## src/rtl/tone_pkg.sv

```systemverilog
package tone_pkg;

    typedef enum logic [1:0] {
        GATE_IDLE = 2'd0,
        GATE_LEAD = 2'd1,
        GATE_RUN  = 2'd2,
        GATE_TAIL = 2'd3
    } gate_state_e;

    typedef struct packed {
        logic tone;
        logic active;
        logic run;
    } gate_out_s;

    // Rounded number of clocks in one half tone period.
    function automatic int unsigned half_count(input int unsigned clk_hz,
                                               input int unsigned tone_hz);
        return (clk_hz + tone_hz) / (2 * tone_hz);
    endfunction

    function automatic int unsigned cnt_width(input int unsigned n);
        return (n <= 2) ? 1 : $clog2(n);
    endfunction

endpackage

```

## src/rtl/tone_sync.sv

```systemverilog
module tone_sync #(
    parameter int unsigned W      = 2,
    parameter int unsigned STAGES = 2
) (
    input  logic         clk,
    input  logic         rst,
    input  logic [W-1:0] d,
    output logic [W-1:0] q
);
    logic [W-1:0] stage_q [STAGES];

    genvar s;
    generate
        for (s = 0; s < STAGES; s++) begin : g_stage
            always_ff @(posedge clk) begin
                if (rst) begin
                    stage_q[s] <= '0;
                end else if (s == 0) begin
                    stage_q[s] <= d;
                end else begin
                    stage_q[s] <= stage_q[(s == 0) ? 0 : s-1];
                end
            end
        end
    endgenerate

    assign q = stage_q[STAGES-1];
endmodule

```

## src/rtl/tone_half_timer.sv

```systemverilog
module tone_half_timer #(
    parameter int unsigned HALF = 50
) (
    input  logic clk,
    input  logic rst,
    input  logic run,
    output logic tick
);
    import tone_pkg::*;

    localparam int unsigned CW = cnt_width(HALF);
    localparam logic [CW-1:0] LAST = CW'(HALF - 1);

    logic [CW-1:0] cnt_q;

    always_ff @(posedge clk) begin
        if (rst || !run) begin
            cnt_q <= '0;
        end else if (cnt_q == LAST) begin
            cnt_q <= '0;
        end else begin
            cnt_q <= cnt_q + 1'b1;
        end
    end

    assign tick = run && (cnt_q == LAST);


    cnt_bound_chk: assert property (@(posedge clk) disable iff (rst)
        cnt_q <= LAST);


    tick_spacing_chk: assert property (@(posedge clk) disable iff (rst)
        tick |=> !tick);
endmodule

```

## src/rtl/tone_gate.sv

```systemverilog
module tone_gate (
    input  logic                clk,
    input  logic                rst,
    input  logic                armed_i,
    input  logic                cont_i,
    input  logic                key_i,
    input  logic                tick_i,
    output tone_pkg::gate_out_s out_o
);
    import tone_pkg::*;

    gate_state_e state_q;
    logic        tone_q;
    logic        tail_seen_q;
    logic        want;

    assign want = key_i | cont_i;

    always_ff @(posedge clk) begin
        if (rst || !armed_i) begin
            state_q     <= GATE_IDLE;
            tone_q      <= 1'b0;
            tail_seen_q <= 1'b0;
        end else begin
            case (state_q)
                GATE_IDLE: begin
                    tail_seen_q <= 1'b0;
                    if (cont_i) begin
                        state_q <= GATE_RUN;
                        tone_q  <= 1'b1;
                    end else if (key_i) begin
                        state_q <= GATE_LEAD;
                    end
                end
                GATE_LEAD: begin
                    if (!want) begin
                        state_q <= GATE_IDLE;
                    end else if (tick_i) begin
                        state_q <= GATE_RUN;
                        tone_q  <= 1'b1;
                    end
                end
                GATE_RUN: begin
                    if (tick_i) begin
                        tone_q <= ~tone_q;
                    end
                    if (!want) begin
                        state_q     <= GATE_TAIL;
                        tail_seen_q <= 1'b0;
                    end
                end
                GATE_TAIL: begin
                    if (want) begin
                        state_q <= GATE_RUN;
                        if (tick_i) begin
                            tone_q <= ~tone_q;
                        end
                    end else if (tick_i) begin
                        if (tail_seen_q && tone_q) begin
                            tone_q  <= 1'b0;
                            state_q <= GATE_IDLE;
                        end else begin
                            tone_q      <= ~tone_q;
                            tail_seen_q <= 1'b1;
                        end
                    end
                end
                default: state_q <= GATE_IDLE;
            endcase
        end
    end

    always_comb begin
        out_o.tone   = tone_q;
        out_o.active = (state_q == GATE_RUN) || (state_q == GATE_TAIL);
        out_o.run    = (state_q != GATE_IDLE);
    end


    unarmed_idle_chk: assert property (@(posedge clk) disable iff (rst)
        !armed_i |=> (state_q == GATE_IDLE) && !tone_q);


    edge_on_tick_chk: assert property (@(posedge clk) disable iff (rst)
        ($past(armed_i) && ($past(state_q) != GATE_IDLE) && (tone_q != $past(tone_q)))
            |-> $past(tick_i));
endmodule

```

## src/rtl/tone22k_gen.sv

```systemverilog
module tone22k_gen #(
    parameter int unsigned CLK_HZ  = 250_000_000,
    parameter int unsigned TONE_HZ = 22_000
) (
    input  logic clk,
    input  logic rst,
    input  logic path_en_reg,
    input  logic path_en_pin,
    input  logic cont_tone,
    input  logic key_in,
    input  logic sys_en,
    output logic tone_out,
    output logic tone_active
);
    import tone_pkg::*;

    localparam int unsigned HALF = half_count(CLK_HZ, TONE_HZ);

    logic [1:0] async_raw;
    logic [1:0] async_s;
    logic       pin_s;
    logic       key_s;
    logic       armed;
    logic       tick;
    gate_out_s  gate_out;

    assign async_raw = {path_en_pin, key_in};
    assign pin_s     = async_s[1];
    assign key_s     = async_s[0];

    tone_sync #(.W(2), .STAGES(2)) u_sync (
        .clk (clk),
        .rst (rst),
        .d   (async_raw),
        .q   (async_s)
    );

    assign armed = sys_en & (path_en_reg | pin_s);

    tone_half_timer #(.HALF(HALF)) u_timer (
        .clk  (clk),
        .rst  (rst),
        .run  (gate_out.run),
        .tick (tick)
    );

    tone_gate u_gate (
        .clk     (clk),
        .rst     (rst),
        .armed_i (armed),
        .cont_i  (cont_tone),
        .key_i   (key_s),
        .tick_i  (tick),
        .out_o   (gate_out)
    );

    assign tone_out    = gate_out.tone;
    assign tone_active = gate_out.active;


    standby_force_chk: assert property (@(posedge clk) disable iff (rst)
        !sys_en |=> (!tone_out && !tone_active));


    active_span_chk: assert property (@(posedge clk) disable iff (rst)
        tone_out |-> tone_active);
endmodule

```

## config.mk

```make
export PLATFORM = sky130hd
export DESIGN_NAME = tone22k_gen
export DESIGN_NICKNAME = d
export VERILOG_FILES = /design/src/rtl/tone_pkg.sv /design/src/rtl/tone_sync.sv /design/src/rtl/tone_half_timer.sv /design/src/rtl/tone_gate.sv /design/src/rtl/tone22k_gen.sv
export SDC_FILE = /design/constraint.sdc
export NUM_CORES = 1
export LEC_CHECK = 0
export ABC_AREA = 0
export CORE_UTILIZATION = 64
export CTS_CLUSTER_DIAMETER = 60
export DETAILED_ROUTE_END_ITERATION = 8
export DONT_BUFFER_PORTS = 1
export HOLD_SLACK_MARGIN = 0.06
export PLACE_DENSITY = 0.78
export SETUP_SLACK_MARGIN = 0.4
export SYNTH_ARGS = -nofsm -noshare
export SYNTH_HDL_FRONTEND = slang
export SYNTH_HIERARCHICAL = 1
export SYNTH_SLANG_ARGS = --single-unit
```

## constraint.sdc

```tcl
create_clock -name clk -period 2.62 [get_ports clk]
set_input_delay 0.262 -clock clk [delete_from_list [all_inputs] [get_ports clk]]
set_output_delay 0.262 -clock clk [all_outputs]
set_load 0.005 [all_outputs]
```

# Word level (Yosys, flattened, before mapping)

Memory sizes are Yosys's and may differ from the RTL's.
Cells that the tools add are included.

RAM bits: 4
Memories kept: 1
Flip-flop bits (word level): 17
Bits of input ports: 7
Output and inout bits: 2
Logic and storage cells: 68

Memories:

| name           | depth | bits a word | read ports | clocked after memory_dff | wr ports | line            | source |
|---|---|---|---|---|---|---|---|
| u_sync.stage_q | 2     | 2           | 2          | 0                        | 2        | tone_sync.sv:10 | `logic [W-1:0] stage_q [STAGES];` |

Multiplexer cells: 27
$add $sub $neg: 1
Equal/unequal tests: 15
Bitwise logic cells: 6
Reductions and logical operators: 14

Operators with widths:

| kind                  | count |
|---|---|
| $mux 2                | 10 |
| $mux 1                | 14 |
| $add 13x1->13 const B | 1 |
| $eq 13x13->1 const B  | 1 |
| $ne 2x2->1 const B    | 6 |
| $reduce_and 5->1      | 2 |
| $pmux 2 s4            | 1 |
| $ne 3x3->1 const B    | 2 |
| $eq 2x2->1 const B    | 2 |
| $or 1x1->1            | 4 |
| $pmux 1 s4            | 1 |
| $reduce_and 4->1      | 1 |
| $logic_or 1x1->1      | 3 |
| $ne 3x1->1 const B    | 1 |
| $ne 3x2->1 const B    | 1 |
| $pmux 1 s3            | 1 |
| $reduce_bool 3->1     | 1 |
| $eq 2x1->1 const B    | 1 |
| $logic_and 1x1->1     | 2 |
| $logic_not 1->1       | 2 |
| $logic_not 2->1       | 1 |
| $ne 2x1->1 const B    | 1 |
| $reduce_bool 2->1     | 1 |
| $reduce_or 2->1       | 1 |
| other kinds (2)       | 2 |

# Logic depth before layout (Yosys ltp)

Gate-level depths: netlist of the first run.

Depth in word-level cells: 5
Mapped depth: 8
Mapped depth without buffers: 8

# Cells and area by module

The synthesis of the first run kept the hierarchy.

Modules (own cells, without submodules):

| module          | sequential area each (µm²) | instances | cells each | area an instance (µm²) |
|---|---|---|---|---|
| tone_half_timer | 260.2                      | 1         | 63         | 621.8 |
| tone_gate       | 80.1                       | 1         | 35         | 295.3 |
| tone_sync       | 80.1                       | 1         | 8          | 105.1 |
| tone22k_gen     | 0.0                        | 1         | 1          | 7.5 |

# Worst setup path before layout of the first run

OpenSTA, ideal clock, no wires.

Path type: reg-to-reg
Start: reg u_timer.cnt_q[0]
End: reg with a tool-made name
Library setup time: 129 ps
Stages on the path, launching flop included: 8
Path buffers: 0
Clock period less this slack: 1527 ps
Arrival: 1398 ps
Setup slack: 1093 ps
Data required time: 2491 ps
Cells stage by stage: dfxtp_1 -> ha_1 -> nor4b_2 -> nand4_1 -> nor2_1 -> nand2_1 -> o22ai_1 -> a221oi_2

RTL lines:

| element                | line                  | source |
|---|---|---|
| start, declared        | tone_half_timer.sv:14 | `logic [CW-1:0] cnt_q;` |
| start signal, assigned | tone_half_timer.sv:22 | `cnt_q <= cnt_q + 1'b1;` |

==> results of run 1 <==
## cells by family (layout without fill, tap and decap cells)
family                   after synthesis  count (layout)  synth area share
adder cells (fa/ha/maj)                2               2            0.0243
AND/OR/NAND/NOR                       46              46             0.283
flip-flops                            21              21             0.408
XOR/XNOR                              12              12             0.102
buffers and inverters                 11               9            0.0680
multiplexers                           2               2            0.0207
AO/OA/AOI/OAI                         13              13            0.0936
## worst max-delay path: cells and delay by family (launching register included)
family | cells | cell delay [ps]
AOI/OAI and AO/OA | 2 | 290
and+or+nand+nor | 4 | 730
DFF | 1 | 420
adders and majority gates | 1 | 160
## cell usage after synthesis (2+ instances only)
cell,count
sky130_fd_sc_hd__dfxtp_1,21
sky130_fd_sc_hd__nor2_2,10
sky130_fd_sc_hd__xor2_1,9
sky130_fd_sc_hd__nand2_1,5
sky130_fd_sc_hd__nand4_1,5
sky130_fd_sc_hd__nor2_1,5
sky130_fd_sc_hd__inv_1,4
sky130_fd_sc_hd__nand3_1,4
sky130_fd_sc_hd__nor2b_1,4
sky130_fd_sc_hd__a21oi_1,3
sky130_fd_sc_hd__buf_6,3
sky130_fd_sc_hd__xnor2_1,3
sky130_fd_sc_hd__and2_2,2
sky130_fd_sc_hd__and3_1,2
sky130_fd_sc_hd__buf_2,2
sky130_fd_sc_hd__ha_1,2
sky130_fd_sc_hd__nor4b_2,2
sky130_fd_sc_hd__o21a_1,2
sky130_fd_sc_hd__o21ai_0,2
## layer usage
| metal | global-route usage | vias up |
|---|---|---|
| met1 | 0.257 | 306 |
| li1 | - | 360 |
| met4 | 0.150 | 0 |
| met2 | 0.291 | 14 |
| met5 | 0 | - |
| met3 | 0.0603 | 4 |
## sequential cells by signal, summed over array words and instances, names as in the netlist, named ones only
| name | flops |
|---|---|
| u_timer/cnt_q | 13 |
| u_sync/stage_q | 4 |
| u_gate/state_q | 1 |
| u_gate/tail_seen_q | 1 |
| u_gate/tone_q | 1 |
## per-stage QoR
stage / setup WS (ps) / hold slack (ps)
after floorplan: 1090 / 334
after CTS: 911 / 71.7
final: 920 / 85.3
after global routing: 644 / 72.1
after detailed placement: 906 / 336
after global placement: 1000 / 335
## timing repair
item	4_1_cts	5_1_grt
setup buffers	0	0
hold buffers	1	0
hold endpoints to repair	4	0
## area by class of cell
type                       instances  area, sq um  share of cell area
sequential                        21          420               0.408
multi-input combinational         75          539               0.523
inverter                           4         15.0              0.0146
tap                               16         20.0              0.0194
clock buffer                       4         26.3              0.0255
timing repair buffer               1         10.0             0.00971
## how the worst min path moves through the flow
stage	startpoint	end	slack [ps]	depth (start not counted)
3_3_place_gp	rst	u_sync/stage_q[0][0]	330	1
6_report	key_in	u_sync/stage_q[0][0]	90	1
4_1_cts	key_in	u_sync/stage_q[0][0]	70	1
3_5_place_dp	rst	u_sync/stage_q[0][0]	340	1
2_1_floorplan	rst	u_sync/stage_q[0][0]	330	1
5_1_grt	key_in	u_sync/stage_q[0][0]	70	1
## power by group through the flow
| stage | clock (uW) | combinational (uW) | sequential [uW] |
|---|---|---|---|
| finish | 151 | 22.0 | 329 |
| global route | 168 | 24.6 | 330 |
| CTS | 159 | 22.2 | 329 |
| detailed placement | 0 | 20.3 | 337 |
| global placement | 0 | 20.2 | 336 |
| floorplan | 0 | 24.8 | 333 |
==> flow_summary.json, run 1 <==
{
  "run_status": "finished, final reports clean",
  "drtIter0Drc": 13,
  "end_kind": "flop",
  "final_cell_count_no_fill": 121,
  "post_synth_edffs": 0,
  "clock_tree.htree_level_count": 1,
  "numClockSinks": 21,
  "synth_seq_cells": 21,
  "slew_headroom": 0.732,
  "timing.setup.critical_path_class": "flop to flop",
  "drc_errors": 0,
  "grt_first_pass_wirelength_mm": 2.64,
  "top_area_cell_type_share_of_the_netlist_area": 0.408,
  "final_max_slew_viol_count": 0,
  "cts_repair_resize_count": 0,
  "clock_tree.root_cell": "sky130_fd_sc_hd__clkbuf_4",
  "switching_power_uw": 107,
  "prevailing_post_synth_register_cell": "sky130_fd_sc_hd__dfxtp_1",
  "vias": 684,
  "critical_path_arrival_ps": 1900,
  "pwr_density_cell_nw_per_um2": 487,
  "top_layer": "met4",
  "finish.net_count": 115,
  "instance_count_of_the_mapped_netlist": 107,
  "synthesis.nets": 116,
  "dp_cells": 116,
  "total_power_uw": 502,
  "combinationalPowerShare": 0.044,
  "yosys-top-cells-area": "sky130_fd_sc_hd__dfxtp_1 (41%), sky130_fd_sc_hd__xor2_1 (7.7%), sky130_fd_sc_hd__nor2_2 (6.1%)",
  "final_design_area_no_fill_sq_um": 1030,
  "post_route_cells_drive_above_1_share": 0.219,
  "ys_types": 36,
  "path_cells": "ha_1 -> nor4b_2 -> nand4_1 -> nor2_1 -> nand2_1 -> o22ai_1 -> a221oi_2",
  "dp_hpwl_mm": 1.07,
  "clk_pin_slew_ps": 110,
  "r2r_start": "u_timer/cnt_q[0]",
  "irDropWorstVdd_mv": 0.417,
  "design.core.area_sq_um": 1510,
  "finalCriticalPeriod_ps": 1700,
  "total_wire_length_mm": 1.48,
  "setup_viol_count_final": 0,
  "postSynth.asyncResetShare": 0,
  "worstPathMaxFanout": 5,
  "detail_route.first_pass.iterations": 4,
  "clkPwrFrac": 0.300,
  "maximum_number_of_pins_on_one_net_before_global_route_repair": 14,
  "seq_power_share": 0.656,
  "worst_r2r_path_depth": 7,
  "area_delta_synth_final_pct": 0.122,
  "numCtsBuffers": 3,
  "finalClockSkew_ps": 8.69,
  "antenna_violations_before_repair": 0,
  "worst_hold_path_type": "input pin to flop",
  "start_util": 0.684,
  "final.period_utilization": 0.649,
  "timing.max_cap.violations": 0,
  "report.final.hold_viol_count": 0,
  "worst_skew_pair.late_latency_ps": 310,
  "cp.required_ps": 2820,
  "cellLeakagePower_uw": 0.000344,
  "nFillCells": 116,
  "rsz0062_at_grt": "false",
  "dieArea_sq_um": 1770,
  "routed_wire_length_per_instance_um": 12.3,
  "global_route.overflow_total": 0,
  "postLayoutCoreUtil": 0.684,
  "critPathLaunch": "u_timer/cnt_q[0]",
  "cts_tree": "done",
  "final_common_cell": "sky130_fd_sc_hd__dfxtp_1",
  "timing.critical_path.slowest_stage_cell": "sky130_fd_sc_hd__dfxtp_1",
  "yosys_warnings": 6,
  "post_synth_instance_area_sq_um": 1030,
  "die_h_um": 42.1,
  "vias_per_cell": 5.65,
  "syn_avg_cell_area_sq_um": 9.62,
  "drt-met1-wl_um": 727,
  "p_int_uw": 395,
  "f_max_mhz": 588,
  "synthDominantAreaCellType": "sky130_fd_sc_hd__dfxtp_1",
  "n_antenna_cell": 0,
  "io_pins": 9,
  "width_of_the_die_um": 42.1,
  "met3_wirelength_um": 72,
  "floorplan.rows": 14,
  "cts.path.max_buffers": 2,
  "first_global_vias": 621,
  "timing.reg2reg.setup_slack_ps": 920,
  "detailroute.wirelength.met2_um": 638,
  "routabilityCongestion": 0.854,
  "switching_share": 0.213,
  "sequential_area_share_after_synthesis": 0.408,
  "crit_path_start_kind": "flop",
  "placedInstanceArea_sq_um": 995,
  "track_usage": 0.203,
  "mostFrequentLayoutCells": "sky130_fd_sc_hd__dfxtp_1 (21), sky130_fd_sc_hd__nor2_2 (10), sky130_fd_sc_hd__xor2_1 (9)",
  "fin_tns_setup_ps": 0,
  "timing.critical_path.slowest_cell_delay_ps": 420,
  "port_buffers": 0,
  "drt.antenna.violating_nets": 0,
  "tightest_slew_ps": 399
}
(Power assumes the default switching activity.)
==> run 2, diff against run 1 <==
--- a/config.mk
+++ b/config.mk
@@ -5,13 +5,13 @@
 export SDC_FILE = /design/constraint.sdc
 export NUM_CORES = 1
 export LEC_CHECK = 0
-export ABC_AREA = 0
-export CORE_UTILIZATION = 64
+export ABC_AREA = 1
+export CORE_UTILIZATION = 61
 export CTS_CLUSTER_DIAMETER = 60
 export DETAILED_ROUTE_END_ITERATION = 8
 export DONT_BUFFER_PORTS = 1
 export HOLD_SLACK_MARGIN = 0.06
-export PLACE_DENSITY = 0.78
+export PLACE_DENSITY = 0.75
 export SETUP_SLACK_MARGIN = 0.4
 export SYNTH_ARGS = -nofsm -noshare
 export SYNTH_HDL_FRONTEND = slang
==> constraint.sdc (replaced) <==
create_clock -name clk -period 1.6 [get_ports clk]
set_input_delay 0.16 -clock clk [delete_from_list [all_inputs] [get_ports clk]]
set_output_delay 0.16 -clock clk [all_outputs]
set_load 0.005 [all_outputs]
==> run 2 against run 1 <==
- clock skew down 7.7 ps
- worst setup slack worse by 860 ps
- fmax up 10%
- area after synthesis up 16%
- critical path depth up 6
- sequential cell count unchanged
- critical path type unchanged
- largest power group unchanged
==> flow_summary.json, run 2 <==
{
  "run_status": "finished, final reports clean",
  "cp.required_ps": 1810,
  "floorplan.rows": 15,
  "max_flop_register": "u_timer/cnt_q",
  "vias": 1104,
  "drtIter0Drc": 31,
  "total_power_uw": 907,
  "numClockSinks": 21,
  "final.period_utilization": 0.962,
  "ys_types": 27,
  "worst_skew_pair.late_latency_ps": 300,
  "finalClockSkew_ps": 0.982,
  "routabilityCongestion": 0.812,
  "synthesis.nets": 179,
  "largest_register_ffs": 13,
  "critical_path_arrival_ps": 1750,
  "syn_avg_cell_area_sq_um": 7.04,
  "grt_first_pass_wirelength_mm": 3.63,
  "drt.antenna.violating_nets": 0,
  "top_area_cell_type_share_of_the_netlist_area": 0.351,
  "placedInstanceArea_sq_um": 1240,
  "sequential_area_share_after_synthesis": 0.351,
  "postLayoutCoreUtil": 0.826,
  "area_delta_synth_final_pct": 23.0,
  "post_route_cells_drive_above_1_share": 0.353,
  "cts.path.max_buffers": 2,
  "slew_headroom": 0.762,
  "timing.max_cap.violations": 0,
  "critPathLaunch": "u_timer/cnt_q[1]",
  "min_from": "cont_tone",
  "synth_seq_cells": 21,
  "drt-met1-wl_mm": 1.13,
  "yosys_warnings": 6,
  "cellLeakagePower_uw": 0.000509,
  "prevailing_post_synth_register_cell": "sky130_fd_sc_hd__dfxtp_1",
  "n_antenna_cell": 0,
  "synthDominantAreaCellType": "sky130_fd_sc_hd__dfxtp_1",
  "irDropWorstVdd_mv": 0.487,
  "clock_tree.htree_level_count": 1,
  "pwr_density_cell_nw_per_um2": 616,
  "rsz0062_at_grt": "true",
  "finish.net_count": 194,
  "met3_wirelength_um": 117,
  "synth_most_common_cell": "sky130_fd_sc_hd__nand2_1",
  "mostFrequentLayoutCells": "sky130_fd_sc_hd__nand2_1 (34), sky130_fd_sc_hd__inv_1 (20), sky130_fd_sc_hd__dfxtp_1 (16)",
  "routed_wire_length_per_instance_um": 12.8,
  "track_usage": 0.239,
  "f_max_mhz": 650,
  "clock_tree.root_cell": "sky130_fd_sc_hd__clkbuf_4",
  "worstPathMaxFanout": 4,
  "width_of_the_die_um": 46.3,
  "postSynth.asyncResetShare": 0,
  "post_synth_instance_area_sq_um": 1200,
  "first_global_vias": 903,
  "start_util": 0.672,
  "tightest_slew_ps": 356,
  "maximum_number_of_pins_on_one_net_before_global_route_repair": 14,
  "global_route.overflow_total": 0,
  "detailroute.wirelength.met2_mm": 1.39,
  "hold_depth": 3,
  "reg_top3": "u_timer/cnt_q x13, u_sync/stage_q x4",
  "setup_viol_count_final": 0,
  "top_layer": "met4",
  "finalCriticalPeriod_ps": 1540,
  "vias_per_cell": 5.28,
  "antenna_violations_before_repair": 0,
  "yosys-top-cells-area": "sky130_fd_sc_hd__dfxtp_1 (35%), sky130_fd_sc_hd__nand2_1 (12%), sky130_fd_sc_hd__inv_1 (7.2%)",
  "instance_count_of_the_mapped_netlist": 170,
  "io_pins": 9,
  "die_h_um": 46.3,
  "drc_errors": 0,
  "end_kind": "flop",
  "port_buffers": 0,
  "timing.setup.critical_path_class": "flop to flop",
  "total_wire_length_mm": 2.67,
  "final_max_slew_viol_count": 0,
  "clk_pin_slew_ps": 110,
  "cts_tree": "done",
  "final_design_area_no_fill_sq_um": 1470,
  "dieArea_sq_um": 2140,
  "detail_route.first_pass.iterations": 4,
  "worst_hold_path_type": "input pin to flop",
  "r2r_start": "u_timer/cnt_q[1]",
  "crit_path_start_kind": "flop",
  "final_common_cell": "sky130_fd_sc_hd__nand2_1",
  "post_synth_most_frequent_cells": "sky130_fd_sc_hd__nand2_1 (37), sky130_fd_sc_hd__inv_1 (23), sky130_fd_sc_hd__dfxtp_1 (21), sky130_fd_sc_hd__nor2_1 (21), sky130_fd_sc_hd__nand3_1 (12)",
  "post_synth_edffs": 0,
  "numCtsBuffers": 3,
  "worst_r2r_path_depth": 13,
  "dp_hpwl_mm": 1.55,
  "design.core.area_sq_um": 1780,
  "report.final.hold_viol_count": 0
}
-- run 2: changes by cell type in the layout (fill, tap and decap cells not counted), sizes merged, moves of 4 or more --
cell   before  now
nand2       5   43
inv         4   25
nor2       15   35
a21oi       3   13
nand3       4   13
buf         0    8
xor2        9    2
nor2b       4    0
-- run 2: power by group --
part	internal, uW	switching [uW]	leakage (uW)
Combinational	45.8	70.0	0.000321
Clock	97.2	157	0.0000150
Sequential	531	6.55	0.000173
Total	674	233	0.000509
-- run 2: timing repair --
| item | CTS | global route |
|---|---|---|
| hold buffers | 3 | 1 |
| cloned | 0 | 1 |
| setup endpoints to repair | 17 | 18 |
| gates resized for setup | 12 | 20 |
| pin swaps | 6 | 7 |
| endpoints found under the hold margin | 7 | 6 |
| buffers inserted | 2 | 2 |
-- run 2: path summary, 6_finish.rpt --
kind         slack, ps                    to
max reg2reg         60                  flop
min                 70     u_gate/state_q[0]
max                 60                  flop
min reg2reg        430  u_sync/stage_q[1][0]
-- run 2: cell type report --
type,count,area [sq um]
inverter,26,98.8
timing repair buffer,12,106
fill,106,310
tap,25,31.3
clock buffer,4,26.3
multi-input combinational,121,781
sequential,21,429
-- run 2: stage by stage --
stage | cells | hold slack (ps) | setup TNS, ps | setup WS (ps)
3_3_place_gp | 196 | 232 | 0 | 61.2
5_1_grt | 209 | 92.2 | -173 | -65.5
2_1_floorplan | 170 | 231 | 0 | 129
3_5_place_dp | 196 | 234 | 0 | 32.1
4_1_cts | 205 | 61.5 | 0 | 84.0
6_report | 209 | 69.3 | 0 | 61.2
-- run 2: kinds of logic after synthesis --
| group | share of synthesized area |
|---|---|
| and+or+nand+nor | 0.390 |
| adders and majority gates | 0.0209 |
| xor gates and xnor gates | 0.0366 |
| buffers and inverters | 0.104 |
| DFF | 0.351 |
| AOI/OAI and AO/OA | 0.0972 |
-- run 2: per-layer routing --
| layer | track usage | up-vias |
|---|---|---|
| met5 | 0 | - |
| met4 | 0.0882 | 0 |
| met3 | 0.0471 | 4 |
| met2 | 0.406 | 35 |
| met1 | 0.294 | 508 |
| li1 | - | 557 |
-- run 2: critical path, stage by stage (launching register included) --
cell and delay [ps]:
sky130_fd_sc_hd__dfxtp_2 340, sky130_fd_sc_hd__inv_2 70, sky130_fd_sc_hd__ha_4 120, sky130_fd_sc_hd__nand2_2 60
sky130_fd_sc_hd__nor2_4 100, sky130_fd_sc_hd__nand3_4 90, sky130_fd_sc_hd__nor2_4 160, sky130_fd_sc_hd__inv_2 70
sky130_fd_sc_hd__nand2_2 80, sky130_fd_sc_hd__nor2_4 40, sky130_fd_sc_hd__nor2_4 110, sky130_fd_sc_hd__nand3_2 90
sky130_fd_sc_hd__nand2_2 80, sky130_fd_sc_hd__nor2_2 40
==> run 3, diff against run 2 <==
--- a/config.mk
+++ b/config.mk
@@ -6,10 +6,10 @@
 export NUM_CORES = 1
 export LEC_CHECK = 0
 export ABC_AREA = 1
-export CORE_UTILIZATION = 61
+export BUFFER_PORTS_ARGS = -buffer_cell sky130_fd_sc_hd__buf_2
+export CORE_UTILIZATION = 58
 export CTS_CLUSTER_DIAMETER = 60
 export DETAILED_ROUTE_END_ITERATION = 8
-export DONT_BUFFER_PORTS = 1
 export HOLD_SLACK_MARGIN = 0.06
 export PLACE_DENSITY = 0.75
 export SETUP_SLACK_MARGIN = 0.4
==> run 3 against run 2 <==
- hold slack better by 55 ps
- global-route usage increased by 2.7 points
- utilization down 3.0 points
- clock power about the same
- design area up 4.9%
- highest routed layer unchanged
- critical path type unchanged
- combinational power hardly changed
- first-iteration DRC count up 29%
==> flow_summary.json, run 3 (same netlist as run 2, synthesis figures left out) <==
{
  "antenna_violations_before_repair": 0,
  "track_usage": 0.266,
  "maximum_number_of_pins_on_one_net_before_global_route_repair": 12,
  "finish.net_count": 203,
  "final_max_slew_viol_count": 0,
  "routabilityCongestion": 0.829,
  "postLayoutCoreUtil": 0.796,
  "grt_first_pass_wirelength_mm": 4.20,
  "largest_register_ffs": 13,
  "timing.critical_path.slowest_cell_delay_ps": 400,
  "setup_viol_count_final": 0,
  "area_delta_synth_final_pct": 29.0,
  "routed_wire_length_per_instance_um": 12.1,
  "die_h_um": 47.4,
  "global_route.overflow_total": 0,
  "first_global_vias": 1051,
  "pwr_density_cell_nw_per_um2": 588,
  "numCtsBuffers": 3,
  "finalCriticalPeriod_ps": 1510,
  "finalClockSkew_ps": 1.76,
  "width_of_the_die_um": 47.4,
  "placedInstanceArea_sq_um": 1280,
  "final_design_area_no_fill_sq_um": 1550,
  "end_kind": "flop",
  "hold_ws_ps": 124,
  "numClockSinks": 21,
  "dieArea_sq_um": 2250,
  "vias": 1127,
  "cts_tree": "done",
  "timing.max_cap.violations": 0,
  "vias_per_cell": 5.12,
  "dp_hpwl_mm": 1.62,
  "max_flop_register": "u_timer/cnt_q",
  "irDropWorstVdd_mv": 0.626,
  "total_wire_length_mm": 2.66,
  "final.period_utilization": 0.944,
  "post_route_cells_drive_above_1_share": 0.399,
  "timing.critical_path.max_delay_family": "simple AND/OR/NAND/NOR gates",
  "crit_path_start_kind": "flop",
  "f_max_mhz": 662,
  "final_common_cell": "sky130_fd_sc_hd__nand2_1",
  "worstPathMaxFanout": 4,
  "clock_tree.root_cell": "sky130_fd_sc_hd__clkbuf_4",
  "cellLeakagePower_uw": 0.000563,
  "timing.critical_path.buf_inv": 0,
  "mostFrequentLayoutCells": "sky130_fd_sc_hd__nand2_1 (34), sky130_fd_sc_hd__inv_1 (20), sky130_fd_sc_hd__nor2_1 (15), sky130_fd_sc_hd__dfxtp_1 (15), sky130_fd_sc_hd__nand3_1 (11)",
  "worst_skew_pair.late_latency_ps": 290,
  "drc_errors": 0,
  "port_buffers": 8,
  "clk_pin_slew_ps": 120,
  "cts.path.max_buffers": 2,
  "drtIter0Drc": 40,
  "io_pins": 9,
  "start_util": 0.617,
  "tightest_slew_ps": 299,
  "path_cells": "nand2_2 -> nor2_2 -> nand3_4 -> nor2_4 -> nor3_1 -> o21ai_2 -> nand2_2 -> nand2_1 -> nand2_1 -> nor2_1",
  "timing.critical_path.slowest_stage_cell": "sky130_fd_sc_hd__dfxtp_1",
  "floorplan.rows": 16,
  "worst_hold_path_type": "input pin to flop",
  "critical_path_arrival_ps": 1750,
  "drt.antenna.violating_nets": 0,
  "clock_tree.htree_level_count": 1,
  "n_antenna_cell": 0,
  "reg_top3": "u_timer/cnt_q x13, u_sync/stage_q x4",
  "timing.setup.critical_path_class": "flop to flop",
  "detail_route.first_pass.iterations": 4,
  "cp.required_ps": 1840,
  "slew_headroom": 0.800,
  "run_status": "finished, final reports clean",
  "rsz0062_at_grt": "true",
  "report.final.hold_viol_count": 0,
  "design.core.area_sq_um": 1940
}
==> run 3: layer usage <==
metal	vias up	track usage	wire length, um
met5	-	0	0
met4	0	0.0857	14
met3	2	0.0377	81
met2	23	0.485	1370
met1	525	0.320	1200
li1	577	-	-
==> run 3: metrics by stage <==
stage	setup TNS (ps)	setup WS, ps	cells	power (uW)
after floorplan	0	129	170	621
after global placement	0	54.1	206	642
after detailed placement	-18.3	-13.1	206	646
after CTS	0	84.2	218	909
after global routing	-61.1	-32.7	220	960
final	0	88.9	220	908
==> run 3: path summary, 6_finish.rpt <==
path                             start  slack [ps]  depth (start not counted)              endpoint
setup / recovery      u_timer/cnt_q[4]          90                         10     u_gate/state_q[0]
hold / removal                     rst         120                          2  u_sync/stage_q[1][1]
setup reg to reg      u_timer/cnt_q[4]          90                         10     u_gate/state_q[0]
hold reg to reg   u_sync/stage_q[0][1]         410                          2  u_sync/stage_q[1][1]
==> run 3: timing repair <==
item / CTS / global route
hold endpoints to repair: 2 / 0
setup buffers: 5 / 2
pin swaps: 6 / 4
gates resized for setup: 25 / 15
hold buffers: 2 / 0
setup endpoints to repair: 17 / 17
gates cloned: 1 / 0
==> run 3: area by class of cell <==
| type | instances | area (sq um) |
|---|---|---|
| inverters | 26 | 104 |
| well taps | 27 | 33.8 |
| clock buffers | 4 | 26.3 |
| flip-flops and latches | 21 | 430 |
| fillers | 141 | 397 |
| repair buffers | 21 | 161 |
| multi-input cells | 121 | 790 |
==> run 3: report_power, final <==
part | internal [uW] | switching (uW) | total [uW]
Sequential | 531 | 6.01 | 537
Combinational | 47.6 | 70.4 | 118
Clock | 96.9 | 157 | 254
==> run 3: worst register-to-register path, delay by kind of cell (launching register included) <==
| kind | cells | cell delay (ps) |
|---|---|---|
| compound gates | 1 | 170 |
| flops | 1 | 400 |
| simple gates | 9 | 890 |
